===== config.mk =====
export PLATFORM = sky130hd
export DESIGN_NAME = hostreg_bank
export DESIGN_NICKNAME = d
export VERILOG_FILES = /design/src/rtl/hostreg_bank.sv
export SDC_FILE = /design/constraint.sdc
export NUM_CORES = 2
export LEC_CHECK = 0
export ABC_AREA = 1
export ABC_CLOCK_PERIOD_IN_PS = 12000
export CORE_MARGIN = 1
export CORE_UTILIZATION = 38
export CTS_CLUSTER_SIZE = 20
export DETAILED_ROUTE_END_ITERATION = 12
export SYNTH_ARGS = -nofsm -noshare
export SYNTH_HDL_FRONTEND = slang
export SYNTH_SLANG_ARGS = --single-unit
export TNS_END_PERCENT = 5

===== constraint.sdc =====
create_clock -name clk -period 12 [get_ports clk]
set_input_delay 2.4 -clock clk [delete_from_list [all_inputs] [get_ports clk]]
set_output_delay 2.4 -clock clk [all_outputs]
set_load 0.01 [all_outputs]

===== src/rtl/hostreg_bank.sv =====
module hostreg_bank #(
  parameter int DW      = 16,
  parameter int AW      = 5,
  parameter int NBANK   = 3,
  parameter int NCOMMON = 8
) (
  input  logic          clk,
  input  logic          rst_n,
  input  logic          strobe_mode,
  input  logic          addr_mode,
  input  logic          cs_n,
  input  logic          ale,
  input  logic          rd_n,
  input  logic          wr_n,
  input  logic [AW-1:0] addr_in,
  input  logic [DW-1:0] data_in,
  input  logic [DW-1:0] irq_evt,
  output logic [DW-1:0] data_out,
  output logic          data_oe,
  output logic          int_o
);
  localparam int BSEL = (1 << AW) - 1;
  localparam int NBR  = BSEL - NCOMMON;
  localparam int BW   = $clog2(NBANK);
  localparam int CW   = $clog2(NCOMMON);
  localparam int IW   = $clog2(NBANK * NBR);
  localparam int STAT = 1;
  localparam int IRQ  = 3;

  logic [1:0]    cs_p, rd_p, wr_p, ale_p;
  logic [AW-1:0] a_p1, a_p2, alat, cap_addr;
  logic [DW-1:0] d_p1, d_p2, cap_data;
  logic          act_q, cap_rd;
  logic [BW-1:0] bank;
  logic [DW-1:0] mask, pend, hold, rdata;
  logic [DW-1:0] creg [NCOMMON];
  logic [DW-1:0] breg [NBANK*NBR];

  always_ff @(posedge clk or negedge rst_n) begin
    if (!rst_n) begin
      cs_p <= '1; rd_p <= '1; wr_p <= '1; ale_p <= '0;
      a_p1 <= '0; a_p2 <= '0; d_p1 <= '0; d_p2 <= '0;
    end else begin
      cs_p  <= {cs_p[0], cs_n};
      rd_p  <= {rd_p[0], rd_n};
      wr_p  <= {wr_p[0], wr_n};
      ale_p <= {ale_p[0], ale};
      a_p1 <= addr_in; a_p2 <= a_p1;
      d_p1 <= data_in; d_p2 <= d_p1;
    end
  end

  wire act   = ~cs_p[1] & (strobe_mode ? ~wr_p[1] : (~rd_p[1] | ~wr_p[1]));
  wire is_rd = strobe_mode ? rd_p[1] : ~rd_p[1];
  wire [AW-1:0] cur_addr = addr_mode ? alat : a_p2;
  wire trail = act_q & ~act;
  wire wr_ev = trail & ~cap_rd;
  wire rd_ev = trail & cap_rd;
  wire clr_code = rd_ev && (cap_addr == AW'(IRQ));

  wire [IW-1:0] widx = IW'(int'(bank) * NBR + int'(cap_addr) - NCOMMON);
  wire [IW-1:0] ridx = IW'(int'(bank) * NBR + int'(cur_addr) - NCOMMON);

  always_ff @(posedge clk or negedge rst_n) begin
    if (!rst_n) begin
      alat <= '0; act_q <= 1'b0; cap_rd <= 1'b0; cap_addr <= '0; cap_data <= '0;
    end else begin
      if (ale_p[1]) alat <= d_p2[AW:1];
      act_q <= act;
      if (act) begin
        cap_rd   <= is_rd;
        cap_addr <= cur_addr;
        cap_data <= d_p2;
      end
    end
  end

  always_ff @(posedge clk or negedge rst_n) begin
    if (!rst_n) begin
      bank <= '0;
      mask <= '0;
      for (int i = 0; i < NCOMMON; i++) creg[i] <= '0;
      for (int i = 0; i < NBANK*NBR; i++) breg[i] <= '0;
    end else if (wr_ev) begin
      if (cap_addr == AW'(BSEL)) begin
        if (cap_data < DW'(NBANK)) bank <= cap_data[BW-1:0];
      end else if (cap_addr == AW'(IRQ)) begin
        mask <= cap_data;
      end else if (cap_addr == AW'(STAT)) begin
        bank <= bank;
      end else if (cap_addr < AW'(NCOMMON)) begin
        creg[cap_addr[CW-1:0]] <= cap_data;
      end else begin
        breg[widx] <= cap_data;
      end
    end
  end

  always_ff @(posedge clk or negedge rst_n) begin
    if (!rst_n) begin
      pend <= '0;
      hold <= '0;
    end else begin
      if (!act) hold <= pend;
      pend <= (pend & ~(clr_code ? hold : '0)) | irq_evt;
    end
  end

  assign int_o = |(pend & mask);

  always_comb begin
    rdata = '0;
    if (cur_addr == AW'(BSEL)) begin
      rdata[BW-1:0] = bank;
    end else if (cur_addr == AW'(STAT)) begin
      rdata[BW-1:0] = bank;
      rdata[BW]     = int_o;
    end else if (cur_addr == AW'(IRQ)) begin
      rdata = hold;
    end else if (cur_addr < AW'(NCOMMON)) begin
      rdata = creg[cur_addr[CW-1:0]];
    end else begin
      rdata = breg[ridx];
    end
  end

  assign data_oe  = act & is_rd;
  assign data_out = data_oe ? rdata : '0;

  AST_OE_NEEDS_CS: assert property (@(posedge clk) disable iff (!rst_n)
    data_oe |-> !$past(cs_n, 2));

  AST_BANK_ONLY_ON_WRITE: assert property (@(posedge clk) disable iff (!rst_n)
    !wr_ev |=> $stable(bank));

  AST_BANK_RANGE: assert property (@(posedge clk) disable iff (!rst_n)
    int'(bank) < NBANK);

  AST_MASK_ONLY_BY_WRITE: assert property (@(posedge clk) disable iff (!rst_n)
    !$stable(mask) |-> $past(wr_ev && cap_addr == AW'(IRQ)));

  AST_EVENT_KEPT: assert property (@(posedge clk) disable iff (!rst_n)
    (|irq_evt) |=> ((pend & $past(irq_evt)) == $past(irq_evt)));

  AST_READ_CLEARS: assert property (@(posedge clk) disable iff (!rst_n)
    (clr_code && irq_evt == '0) |=> ((pend & $past(hold)) == '0));
endmodule


======== Yosys cells after proc, flatten, opt, wreduce, memory -nomap -nowiden ========
Cells that the tools add are included.
word-level totals
  register bits ........................... 1360
  input port bits ......................... 45
  output and inout bits ................... 18
  logic and storage cells ................. 168
operators by class
  $add $sub $neg .......................... 4
  $mul .................................... 1
  $lt $le $gt $ge ......................... 9
  equal/unequal tests ..................... 6
  mux-type cells .......................... 23
  bitwise gates (word level) .............. 23
  reductions and logical operators ........ 8
operators by type and width
  operator               count
  $bwmux W1104           1
  $mux W16               10
  $bwmux W128            1
  $bmux W16 S7           1
  $demux W16 S7          1
  $bmux W16 S3           1
  $demux W16 S3          1
  $and A16 B16 Y16       2
  $ge A8 B8 Y1 const B   2
  $lt A16 B2 Y1 const B  1
  $not A16 Y16           1
  $not A7 Y8             2
  $or A16 B16 Y16        1
  $reduce_or A16 Y1      1
  $add A7 B5 Y7          2
  $mux W14               1
  $mux W13               1
  $eq A5 B1 Y1 const B   2
  $eq A5 B2 Y1 const B   2
  $eq A5 B5 Y1 const B   2
  $lt A5 B4 Y1 const B   2
  $reduce_and A5 Y1      2
  $not A1 Y1             9
  $ge A4 B4 Y1 const B   2
  other kinds (14)       23

======== Longest topological paths before layout ========
  depth after elaboration ................. 12
  mapped depth ............................ 23
  gate-level depth less buffers ........... 20

======== Worst setup path after synthesis ========
No wires, ideal clock.
  path type ............................... input to output
  start point ............................. in addr_mode
  end point ............................... out data_out[10]
  data arrival time ....................... 5.825 ns
  data required time ...................... 9.600 ns
  path slack .............................. 3.775 ns
  stages on the path ...................... 18
  buffers on the path ..................... 4
  path through ............................ inv_1 > o21ai_1 > clkbuf_1 > clkbuf_1 > ha_1 > ha_1 > fa_1 > inv_2 > clkbuf_1 > clkbuf_1 > nand3_1 > nand3_1 > nand3_1 > nand3_1 > nand3_1 > o211ai_1 > nand2_1 > a21oi_1
on the way
  cells in the longest elaborated chain, start to end .. 12
  elaborated cells between the ends (all ways) .. 20
  those cells by class .................... add/sub: 2; order compare: 1; eq/ne: 3; mux: 12; bitwise: 2
RTL lines
  item                                          RTL line  RTL
  from (decl)                                   10        input logic addr_mode,
  $mux W5 (*)                                   55        wire [AW-1:0] cur_addr = addr_mode ? alat : a_p2;
  net cur_addr[1]                               55
  $add A7 B5 Y7                                 62        wire [IW-1:0] ridx = IW'(int'(bank) * NBR + int'(cur_addr) - NCOMMON);
  $sub A7 B4 Y7                                 62
  $not A7 Y8 (not written as such)              123       rdata = breg[ridx];
  $bmux W16 S7                                  123
  $mux W16 (not written as such) (2 in series)  123
  $mux W16                                      120       end else if (cur_addr < AW'(NCOMMON)) begin
  $mux W16                                      118       end else if (cur_addr == AW'(IRQ)) begin
  $mux W13                                      115       end else if (cur_addr == AW'(STAT)) begin
  $mux W14 (*)                                  113       if (cur_addr == AW'(BSEL)) begin
  $mux W16 (*)                                  128       assign data_out = data_oe ? rdata : '0;
  to (decl)                                     18        output logic [DW-1:0] data_out,
The timed path passes the listed nets; every way through them passes the cells marked *. The select of a mux whose other input is x is not followed.

======== Worst setup path in the final report ========
  start point ............................. in addr_mode
  end point ............................... out data_out[0]
on the way
  cells in the longest elaborated chain, start to end .. 12
  elaborated cells between the ends (all ways) .. 20
  those cells by class .................... add/sub: 2; order compare: 1; eq/ne: 3; mux: 12; bitwise: 2
RTL lines
  item                                          RTL line
  $mux W5 (*)                                   55
  $add A7 B5 Y7                                 62
  $sub A7 B4 Y7                                 62
  $not A7 Y8 (not written as such)              123
  $bmux W16 S7                                  123
  $mux W16 (not written as such) (2 in series)  123
  $mux W16                                      120
  $mux W16                                      118
  $mux W3                                       115
  $mux W2 (*)                                   113
  $mux W16 (*)                                  128
Mark *: on every way between the ends. The rest lies on a longest branch, timed or not. The select of a mux whose other input is x is not followed.

==> run_results.csv <==
group,metric,value,unit
cts,cts_root_buf,"clkbuf_16",
cts,cts_buffers,148,
die,coreArea,158200,um2
timing,tightest_slew,1.228,ns
pwr,pwr_density_cell,165.4,nW/um2
die,placementRows,146,
synth,ys_ff_latch,1359,
cts,htreeDepth,4,
grt,antenna_found_initial,2,
finish,fill_cells,15738,
setup_path,critPathKind,"in2out",
routing,dr.pass1.iters,8,
routing,ant_nets,0,
timing,finalMaxSlewViolations,0,
pwr,p_leak,29.29,nW
grt,grt_usage,0.2354,
routing,drt_iter0_drc,5456,
timing,finalSetupViolCount,0,
synth,synth_top_area_share,0.5594,
die,die-width,401.1,um
grt,grt_pass1_vias,47341,
synth,mappedNetlistArea,60520,um2
setup_path,arrival,7.84,ns
synth,ys_types,40,
cts,cts_tree,"built",
setup_path,critical_path_required,9.60,ns
synth,syn_inst,7390,
timing,finalWorstSetupSlack,1.758,ns
setup_path,critPathMaxFanout,64,
synth,synth_compound_area_frac,0.1241,
cts,postCtsSetupRepairBufs,0,
routing,wire_per_inst,20.66,um
finish,nets,7098,
cts,clock_path_buffers,3,
timing,fin_tns_setup,0,ns
synth,synth-xor-area-share,0.002440,
synth,syn_area_per_cell,8.190,um2
place,gp_congestion,0.9188,
die,start_util,0.3826,
synth,ys.flop_type,"dfrtp_1",
synth,synthTopCellsByArea,"dfrtp_1, nand2_1, o21ai_0",
finish,multi_input_area,23640,um2
finish,syn2layout_area_growth,11.14,%
routing,drt_wl_total,190400,um
cts,cts_resized,0,
timing,skew,0.02546,ns
die,die_area,160900,um2
finish,regArea,34020,um2
place,place_hpwl,107900,um
hold_path,hold_class,"reg2reg",
synth,synth.mux.area_fraction,0.0003721,
cts,clk_latency,0.79,ns
synth,async_flop_share,1.000,
timing,rsz0062_at_grt,"no",
synth,synthesis.nets,7459,
cts,cts_hold_buffers,0,
place,dpl_worst_slack,1.837,ns
timing,slew_headroom,0.1801,
outcome,status,"complete, no violations",
synth,seq_area_frac_synth,0.5620,
setup_path,worstSetupEndpointType,"output pin",
synth,synth_top_family_by_area,"simple AND/OR/NAND/NOR gates",
pwr,ir_drop,0.1349,mV
synth,yosys_warnings,0,
grt,grt_max_degree,184,
die,dieHeight,401.1,um
cts,cts.clk_slew.worst_paths,0.06,ns
flow_run,cap_violations,0,
timing,fin_crit,10.24,ns
synth,synth_edf_count,0,
grt,overflow,0,
timing,fin_crit_sh,0.8535,
routing,drcViolationCount,0,
finish,layout-drive-gt1-share,0.05417,
timing,final_hold_viol_count,0,
pwr,finalPower,0.01113,W
die,ios,63,
synth,synthAdderAreaFrac,0.005210,
synth,yosys.area_share.simple,0.2566,
cts,cts.sinks,1359,
routing,vias,50376,
place,portBuffers,62,
setup_path,startpoint_type,"input port",
synth,yosys.area.top_type,"dfrtp_1",
grt,grt_pass1_wl,295900,um
timing,fmax,0.09764,GHz
routing,via_per_inst,5.466,
setup_path,rrSetupSlack,6.47,ns
[flip-flops by register name, indices dropped and copies added, names as in the netlist, 5 cells and up]
signal    flops
a_p1          5
a_p2          5
alat          5
breg       1104
cap_addr      5
cap_data     16
creg        127
d_p1         16
d_p2         16
hold         16
mask         16
pend         16
[critical path: stages]
cell and delay [ns]:
clkdlybuf4s50_1 0.57, inv_1 0.13, o21ai_2 0.24, ha_1 0.31, ha_4 0.19, fa_4 0.87
buf_4 0.67, nand3_1 0.20, nand3_1 0.20, nand3_1 0.25, nand3_1 0.29, nand2_1 0.10
nand2_1 0.09, nand3_1 0.17, nand2_1 0.15, nand2_1 0.06, a21oi_1 0.25, clkdlybuf4s50_1 0.59
[kinds of logic after synthesis]
group	Yosys count
flip-flops	1359
AO/OA/AOI/OAI	1459
adder cells (fa/ha/maj)	24
AND/OR/NAND/NOR	3735
multiplexers	2
XOR/XNOR	16
buffers and inverters	795
[through the flow]
stage | hold WS, ns | cell area [um2] | utilization | cells
after global placement | 0.3328 | 62320 | 0.3940 | 8951
after detailed placement | 0.3347 | 62320 | 0.3940 | 8951
final | 0.3456 | 67260 | 0.4252 | 9217
after global routing | 0.3525 | 67260 | 0.4252 | 9216
after floorplan | 0.3312 | 60520 | - | 7390
after CTS | 0.3486 | 67260 | 0.4252 | 9216
[metal layers]
metal / up-vias / wire length (um) / GRT usage
met5: - / 13 / 0
met4: 2 / 8285 / 0.1008
met3: 363 / 13740 / 0.04202
met2: 1789 / 84170 / 0.3537
met1: 24614 / 84200 / 0.3336
li1: 23608 / - / -
[path summary, 6_finish.rpt]
check / start / end / depth (start not counted)
max in group asynchronous: rst_n / breg[974] / 3
setup reg to reg: bank[0] / breg[642] / 14
hold reg to reg: d_p1[12] / d_p2[12] / 0
hold / removal: d_p1[12] / d_p2[12] / 0
min in group asynchronous: rst_n / breg[233] / 1
setup / recovery: addr_mode / data_out[0] / 18
[final cells by class]
cell class,count,share of cell area
Sequential cell,1359,0.5057
Multi-Input combinational cell,5236,0.3515
Clock buffer,224,0.06596
Tap cell,2072,0.03854
Timing Repair Buffer,150,0.02284
Inverter,134,0.008036
Clock inverter,41,0.007404
Antenna cell,1,0.00003720
[placed cells by master (no fill, tap or decap), types with 38 or more instances in the layout]
master	n
nand3_1	1083
a21oi_1	76
o21ai_1	227
dfrtp_1	1353
nor2_1	48
clkbuf_1	38
buf_4	69
o21ai_0	1091
inv_1	109
nand2_1	2554
clkdlybuf4s50_1	61
clkbuf_16	154
[synth_stat cells (3+ instances only)]
library cell     n
nand2_1       2555
dfrtp_1       1353
o21ai_0       1092
nand3_1       1083
clkbuf_1       632
o21ai_1        228
inv_1          125
a21oi_1         77
nor2_1          56
buf_1           29
ha_1            22
o211ai_1        13
or2_2           13
nand4_1         11
a221o_1         10
xor2_1           9
a22o_1           8
o221ai_1         8
inv_2            7
o22ai_1          7
dfstp_2          6
nor4_2           6
xnor2_1          6
nor3_1           5
o21bai_1         4
a32o_1           3
nor4_1           3
[power by group]
group	switching [W]	total, W	internal, W	leakage [nW]
Sequential	0.000126	0.00495	0.00482	18.6
Clock	0.00192	0.00465	0.00273	2.43
Combinational	0.00116	0.00153	0.000376	8.27
Total	0.00320	0.0111	0.00793	29.3
Power figures use the tool's default switching activity.
